## src/rtl/fs_pkg.sv

```systemverilog
package fs_pkg;
    typedef enum logic [2:0] {
        FS_IDLE,
        FS_SAVE,
        FS_CARVE,
        FS_RELEASE,
        FS_RESTORE,
        FS_JUMP,
        FS_DONE
    } fs_state_e;

    localparam int unsigned WORD_BYTES = 4;
endpackage

```

## src/rtl/fs_pick.sv

```systemverilog
// Picks the next set bit of a mask, lowest first or highest first.
module fs_pick #(
    parameter int N       = 12,
    parameter int IW      = 4,
    parameter bit DESCEND = 1'b0
) (
    input  logic [N-1:0]  mask_i,
    output logic          any_o,
    output logic [IW-1:0] idx_o
);
    assign any_o = |mask_i;

    generate
        if (DESCEND) begin : g_high
            always_comb begin
                idx_o = '0;
                for (int i = 0; i < N; i++) begin
                    if (mask_i[i]) idx_o = IW'(i);
                end
            end
        end else begin : g_low
            always_comb begin
                idx_o = '0;
                for (int i = N - 1; i >= 0; i--) begin
                    if (mask_i[i]) idx_o = IW'(i);
                end
            end
        end
    endgenerate
endmodule

```

## src/rtl/fs_frame_adj.sv

```systemverilog
// Stack pointer plus / minus the local frame size in bytes.
module fs_frame_adj #(
    parameter int DW = 32,
    parameter int FW = 5
) (
    input  logic [DW-1:0] sp_i,
    input  logic [FW-1:0] words_i,
    output logic [DW-1:0] grow_o,
    output logic [DW-1:0] shrink_o
);
    localparam int SHIFT = $clog2(fs_pkg::WORD_BYTES);

    logic [DW-1:0] bytes;
    assign bytes    = DW'(words_i) << SHIFT;
    assign grow_o   = sp_i + bytes;
    assign shrink_o = sp_i - bytes;
endmodule

```

## src/rtl/frame_seq.sv

```systemverilog
module frame_seq
    import fs_pkg::*;
#(
    parameter int DW       = 32,
    parameter int NREG     = 12,
    parameter int BASE_REG = 20,
    parameter int FW       = 5,
    parameter int RW       = 5
) (
    input  logic            clk,
    input  logic            rst_n,
    input  logic            start_i,
    input  logic            dispose_i,
    input  logic            list_hi_i,
    input  logic [NREG-2:0] list_lo_i,
    input  logic [FW-1:0]   frame_i,
    input  logic [RW-1:0]   jump_reg_i,
    input  logic [DW-1:0]   sp_i,
    output logic [RW-1:0]   rf_rd_idx_o,
    input  logic [DW-1:0]   rf_rd_data_i,
    output logic            rf_we_o,
    output logic [RW-1:0]   rf_wr_idx_o,
    output logic [DW-1:0]   rf_wr_data_o,
    output logic            mem_req_o,
    output logic            mem_we_o,
    output logic [DW-1:0]   mem_addr_o,
    output logic [DW-1:0]   mem_wdata_o,
    input  logic [DW-1:0]   mem_rdata_i,
    input  logic            mem_ready_i,
    output logic            busy_o,
    output logic            done_o,
    output logic [DW-1:0]   sp_o,
    output logic            jump_o,
    output logic [DW-1:0]   jump_target_o
);
    localparam int IW = $clog2(NREG);
    localparam logic [DW-1:0] STEP = DW'(WORD_BYTES);

    fs_state_e state_q, state_d;
    logic [NREG-1:0] mask_q;
    logic            dispose_q;
    logic [FW-1:0]   frame_q;
    logic [RW-1:0]   jreg_q;
    logic [DW-1:0]   sp_q, tgt_q;
    logic            jump_q;

    logic          up_any, dn_any, pick_any, xfer;
    logic [IW-1:0] up_idx, dn_idx, pick_idx;
    logic [RW-1:0] pick_reg;
    logic [DW-1:0] sp_grow, sp_shrink;

    fs_pick #(.N(NREG), .IW(IW), .DESCEND(1'b0)) u_pick_up (
        .mask_i(mask_q), .any_o(up_any), .idx_o(up_idx)
    );
    fs_pick #(.N(NREG), .IW(IW), .DESCEND(1'b1)) u_pick_dn (
        .mask_i(mask_q), .any_o(dn_any), .idx_o(dn_idx)
    );
    fs_frame_adj #(.DW(DW), .FW(FW)) u_adj (
        .sp_i(sp_q), .words_i(frame_q), .grow_o(sp_grow), .shrink_o(sp_shrink)
    );

    assign pick_idx = dispose_q ? dn_idx : up_idx;
    assign pick_any = dispose_q ? dn_any : up_any;
    assign pick_reg = RW'(BASE_REG) + RW'(pick_idx);
    assign xfer     = pick_any & mem_ready_i
                    & ((state_q == FS_SAVE) | (state_q == FS_RESTORE));

    // Next state
    always_comb begin
        state_d = state_q;
        unique case (state_q)
            FS_IDLE:    if (start_i) state_d = dispose_i ? FS_RELEASE : FS_SAVE;
            FS_SAVE:    if (!pick_any) state_d = FS_CARVE;
            FS_CARVE:   state_d = FS_DONE;
            FS_RELEASE: state_d = FS_RESTORE;
            FS_RESTORE: if (!pick_any) state_d = (jreg_q != '0) ? FS_JUMP : FS_DONE;
            FS_JUMP:    state_d = FS_DONE;
            FS_DONE:    state_d = FS_IDLE;
            default:    state_d = FS_IDLE;
        endcase
    end

    // State register and working registers
    always_ff @(posedge clk or negedge rst_n) begin
        if (!rst_n) begin
            state_q   <= FS_IDLE;
            mask_q    <= '0;
            dispose_q <= 1'b0;
            frame_q   <= '0;
            jreg_q    <= '0;
            sp_q      <= '0;
            jump_q    <= 1'b0;
            tgt_q     <= '0;
        end else begin
            state_q <= state_d;
            case (state_q)
                FS_IDLE: if (start_i) begin
                    mask_q    <= {list_hi_i, list_lo_i};
                    dispose_q <= dispose_i;
                    frame_q   <= frame_i;
                    jreg_q    <= jump_reg_i;
                    sp_q      <= sp_i;
                    jump_q    <= 1'b0;
                    tgt_q     <= '0;
                end
                FS_SAVE: if (xfer) begin
                    sp_q             <= sp_q - STEP;
                    mask_q[pick_idx] <= 1'b0;
                end
                FS_RESTORE: if (xfer) begin
                    sp_q             <= sp_q + STEP;
                    mask_q[pick_idx] <= 1'b0;
                end
                FS_CARVE:   sp_q <= sp_shrink;
                FS_RELEASE: sp_q <= sp_grow;
                FS_JUMP: begin
                    jump_q <= 1'b1;
                    tgt_q  <= rf_rd_data_i;
                end
                default: ;
            endcase
        end
    end

    // Outputs
    always_comb begin
        rf_rd_idx_o  = '0;
        rf_we_o      = 1'b0;
        rf_wr_idx_o  = '0;
        rf_wr_data_o = '0;
        mem_req_o    = 1'b0;
        mem_we_o     = 1'b0;
        mem_addr_o   = '0;
        mem_wdata_o  = '0;
        done_o       = 1'b0;
        unique case (state_q)
            FS_SAVE: begin
                mem_req_o   = pick_any;
                mem_we_o    = 1'b1;
                mem_addr_o  = sp_q - STEP;
                rf_rd_idx_o = pick_reg;
                mem_wdata_o = rf_rd_data_i;
            end
            FS_RESTORE: begin
                mem_req_o    = pick_any;
                mem_addr_o   = sp_q;
                rf_we_o      = xfer;
                rf_wr_idx_o  = pick_reg;
                rf_wr_data_o = mem_rdata_i;
            end
            FS_JUMP: rf_rd_idx_o = jreg_q;
            FS_DONE: done_o = 1'b1;
            default: ;
        endcase
    end

    assign busy_o        = (state_q != FS_IDLE);
    assign sp_o          = sp_q;
    assign jump_o        = jump_q;
    assign jump_target_o = tgt_q;
endmodule

```

## config.mk

```make
export PLATFORM = sky130hd
export DESIGN_NAME = frame_seq
export DESIGN_NICKNAME = d
export VERILOG_FILES = /design/src/rtl/fs_pkg.sv /design/src/rtl/fs_pick.sv /design/src/rtl/fs_frame_adj.sv /design/src/rtl/frame_seq.sv
export SDC_FILE = /design/constraint.sdc
export NUM_CORES = 1
export LEC_CHECK = 0
export CAP_MARGIN = 10
export CELL_PAD_IN_SITES_DETAIL_PLACEMENT = 0
export CELL_PAD_IN_SITES_GLOBAL_PLACEMENT = 1
export CORE_ASPECT_RATIO = 1.5
export CORE_MARGIN = 2
export CORE_UTILIZATION = 31
export CTS_CLUSTER_SIZE = 30
export DETAILED_ROUTE_END_ITERATION = 12
export MAX_ROUTING_LAYER = met4
export PLACE_DENSITY = 0.93
export SLEW_MARGIN = 20
export SYNTH_ARGS = -nofsm -noshare
export SYNTH_HDL_FRONTEND = slang
export SYNTH_SLANG_ARGS = --single-unit
```

## constraint.sdc

```tcl
create_clock -name clk -period 5.6 [get_ports clk]
set_input_delay 1.4 -clock clk [delete_from_list [all_inputs] [get_ports clk]]
set_output_delay 1.4 -clock clk [all_outputs]
set_load 0.02 [all_outputs]
```

==> summary.md <==
| Metric | Value |
|---|---|
| Post-synthesis sequential area ratio | `0.301` |
| Worst reg2reg startpoint | `state_q[1]` |
| Worst-Skew Late Latency | `between 0.3 and 0.4 ns` |
| Drt via density | `5.36` |
| DRT iter0 DRCs | `673` |
| Clock Tree Buf Depth | `2` |
| Crit share post-route | `0.858` |
| Register area | `0.00228 mm2` |
| Crit path DAT | `~3.4 ns` |
| Slew Viols, Final | `0` |
| CTS resizes | `0` |
| Slowest-stage cell, CP | `clkdlybuf4s50_1` |
| Status | `finished clean` |
| Fraction of registers with async set/reset | `1.00` |
| Area growth, synth to finish | `47.6%` |
| Fmax | `roughly 210 MHz` |
| Clock Sinks | `91` |
| Nets | `1428` |
| Synth top area share | `0.301` |
| Setup violations, final | `0` |
| Initial antenna violation count | `0` |
| Mapped cell area | `0.00757 mm2` |
| Cell row count | `70` |
| R2R cell count | `14` |
| Min Tclk post-route | `between 4 and 5 ns` |
| Post-Syn Instances | `around 1000` |
| Worst slew margin | `0.419` |
| GR Util All Layers | `0.231` |
| Die width | `between 100 and 150 um` |
| Placed cells | `1578` |
| Cell Count, Final, Fillers Out | `around 1600` |
| Most frequent cell after synthesis | `nand2_1` |
| # diodes | `0` |
| Number of remaining DRC errors | `0` |
| Initial core utilization | `0.313` |
| Port Buf Inserts | `298` |
| Flop2flop setup slack | `~1.4 ns` |
| Fraction of layout cells with a size suffix above 1 | `0.0535` |
| Fillcell total | `between 2000 and 2500` |
| Die area | `between 0.02 and 0.03 mm2` |
| Synthesized area per cell | `about 7.6 um2` |
| Startpoint Class | `register` |
| Largest net degree at the start of global routing | `71` |
| Setup WS pre-CTS | `around 1.2 ns` |
| DP Wirelength | `22.4 mm` |
| Synth cell count leaders | `nand2_1 (180), o21ai_0 (114), dfrtp_1 (91)` |
| Delay-heaviest family, CP | `simple AND/OR/NAND/NOR gates` |
| Cell leakage power | `4.87 nW` |
| PD cells | `about 600 mW/mm2` |
| Design Area, Final | `about 0.011 mm2` |
| Post-synth EDFFs | `0` |
| Placed Area | `between 0.01 and 0.015 mm2` |
| Critical-path cell list | `inv_1 -> ha_1 -> nand2b_1 -> nor4_2 -> buf_4 -> and2_1 -> nor3b_2 -> nand2_1 -> o31ai_1 -> clkdlybuf4s50_1` |
| CP endpoint | `mem_addr_o[30]` |
| Power Total | `~6.5 mW` |
| Crit. Startpoint | `sp_o[3]` |
| Min setup slack post-route | `slightly below 0.8 ns` |
| Worst Max-Slew Pin Slew | `0.870 ns` |
| Cell taking the most area after synthesis | `dfrtp_1` |
| Routability cong. | `between 0.9 and 1` |
| Worst-path clk slew | `approximately 0.080 ns` |
| IO Pins | `between 200 and 300` |
| Core area | `approximately 0.024 mm2` |
| Distinct cell type count after synthesis | `just over 70` |
| FF-to-FF End | `sp_o[27]` |
| Max Cap Viol | `0` |
| Synth Register Bits | `91` |
| Vias after detailed routing | `approximately 8500` |
| Post-Syn Nets | `approximately 1200` |
| Gr ovfl total | `0` |
| CTS HTree Levels | `3` |
| Worst min-delay path category | `reg2reg` |
| Syn. warnings | `0` |
| Max incr delay on CP | `around 0.64 ns` |
| Unrepaired setup endpoints after global routing | `false` |
| Number of buffers added for setup after CTS | `0` |
| Post-Route WL | `~30 mm` |
| First-pass GRT wire length | `around 46 mm` |
| Critical Path RT | `around 4.2 ns` |
| Maximum vdd drop | `0.000269 V` |
| CP Class | `reg2out` |
| Setup Skew | `approximately 0.0087 ns` |
| Post-CTS Hold Fix Bufs | `0` |
| First drt pass iteration count | `6` |
| WL/cell | `around 19 um` |
| Multi-input logic area | `0.00495 mm2` |
| Area contributors post-synth | `dfrtp_1 (30%), nand2_1 (8.9%), o21ai_0 (7.5%)` |
| Vias in the first global route | `8232` |
| Final Hold Viols | `0` |
| Worst hold start | `jump_o` |
| Critical path buffer and inverter count | `3` |
| Levels on crit path | `10` |
| Fin Setup TNS | `0 ns` |
| Die extent in y | `~200 um` |
| Clock root cell | `clkbuf_16` |
| Post-DRT Antenna Nets | `0` |
| CTS tree | `built` |
| Crit. End Element | `output pin` |
| CTS Buf Count | `9` |
| Ys flop type | `dfrtp_1` |
| Worst-path fanout max | `8` |
==> per-stage QoR <==
step            util  hold WS [ns]
2_1_floorplan      -         0.468
3_3_place_gp   0.449         0.466
3_5_place_dp   0.449         0.481
4_1_cts        0.462         0.499
5_1_grt        0.462         0.520
6_report       0.462         0.491
==> metal layers <==
| layer | vias up | global-route usage | routed length [um] |
|---|---|---|---|
| li1 | 4158 | - | - |
| met1 | 4045 | 0.282 | 12400 |
| met2 | 290 | 0.396 | 15100 |
| met3 | 55 | 0.0309 | 1470 |
| met4 | 0 | 0.0700 | 737 |
| met5 | - | - | 0 |
==> cell type report <==
class                      count  area share
sequential                    91       0.204
clock buffer                   9      0.0202
clock inverter                 7     0.00683
tap                          324      0.0363
inverter                      26     0.00874
timing repair buffer         319       0.281
multi-input combinational    818       0.443
==> flip-flops by register name (all words and copies together) (netlist names) <==
| name | cells |
|---|---|
| mask_q | 12 |
| state_q | 3 |
| sp_o | 32 |
| dispose_q | 1 |
| jump_target_o | 32 |
| jump_o | 1 |
| frame_q | 5 |
| jreg_q | 5 |
==> kinds of logic (layout without fill, tap and decap cells) <==
| group | count (synthesis) | count (layout) | share of synthesized area |
|---|---|---|---|
| flip-flops | 91 | 91 | 0.301 |
| AND/OR/NAND/NOR | 412 | 412 | 0.262 |
| AO/OA/AOI/OAI | 324 | 324 | 0.272 |
| multiplexers | 7 | 7 | 0.00942 |
| XOR/XNOR | 35 | 35 | 0.0415 |
| buffers and inverters | 92 | 361 | 0.0473 |
| adder cells (fa/ha/maj) | 40 | 40 | 0.0671 |
==> cell usage in the layout, fill, tap and decap left out, types with 8 or more instances in the layout <==
cell / count
nor3_1: 20
clkbuf_16: 9
a21o_1: 16
o21bai_1: 8
clkdlybuf4s50_1: 297
a31oi_1: 10
and2_1: 8
a221o_1: 14
ha_1: 39
a21oi_1: 70
a222oi_1: 8
dfrtp_1: 91
nand2_1: 180
nand3_1: 17
o21ai_0: 114
xor2_1: 17
inv_1: 25
buf_4: 22
o21ai_1: 10
xnor2_1: 17
o31ai_1: 11
nor2_1: 66
nand2b_1: 12
and3_1: 71
==> report_power, final <==
part | switching (mW) | internal, mW
logic | 2.63 | 1.86
registers | 0.438 | 0.958
clock network | 0.308 | 0.320
==> worst min-delay path by stage <==
| stage | to | slack, ns | depth (start not counted) |
|---|---|---|---|
| floorplan | jreg_q[1] | 0.47 | 2 |
| global placement | jump_o | 0.47 | 1 |
| detailed placement | jump_o | 0.48 | 1 |
| CTS | jump_o | 0.50 | 1 |
| global route | jump_o | 0.52 | 1 |
| finish | jump_o | 0.49 | 1 |
(Power assumes the default switching activity.)
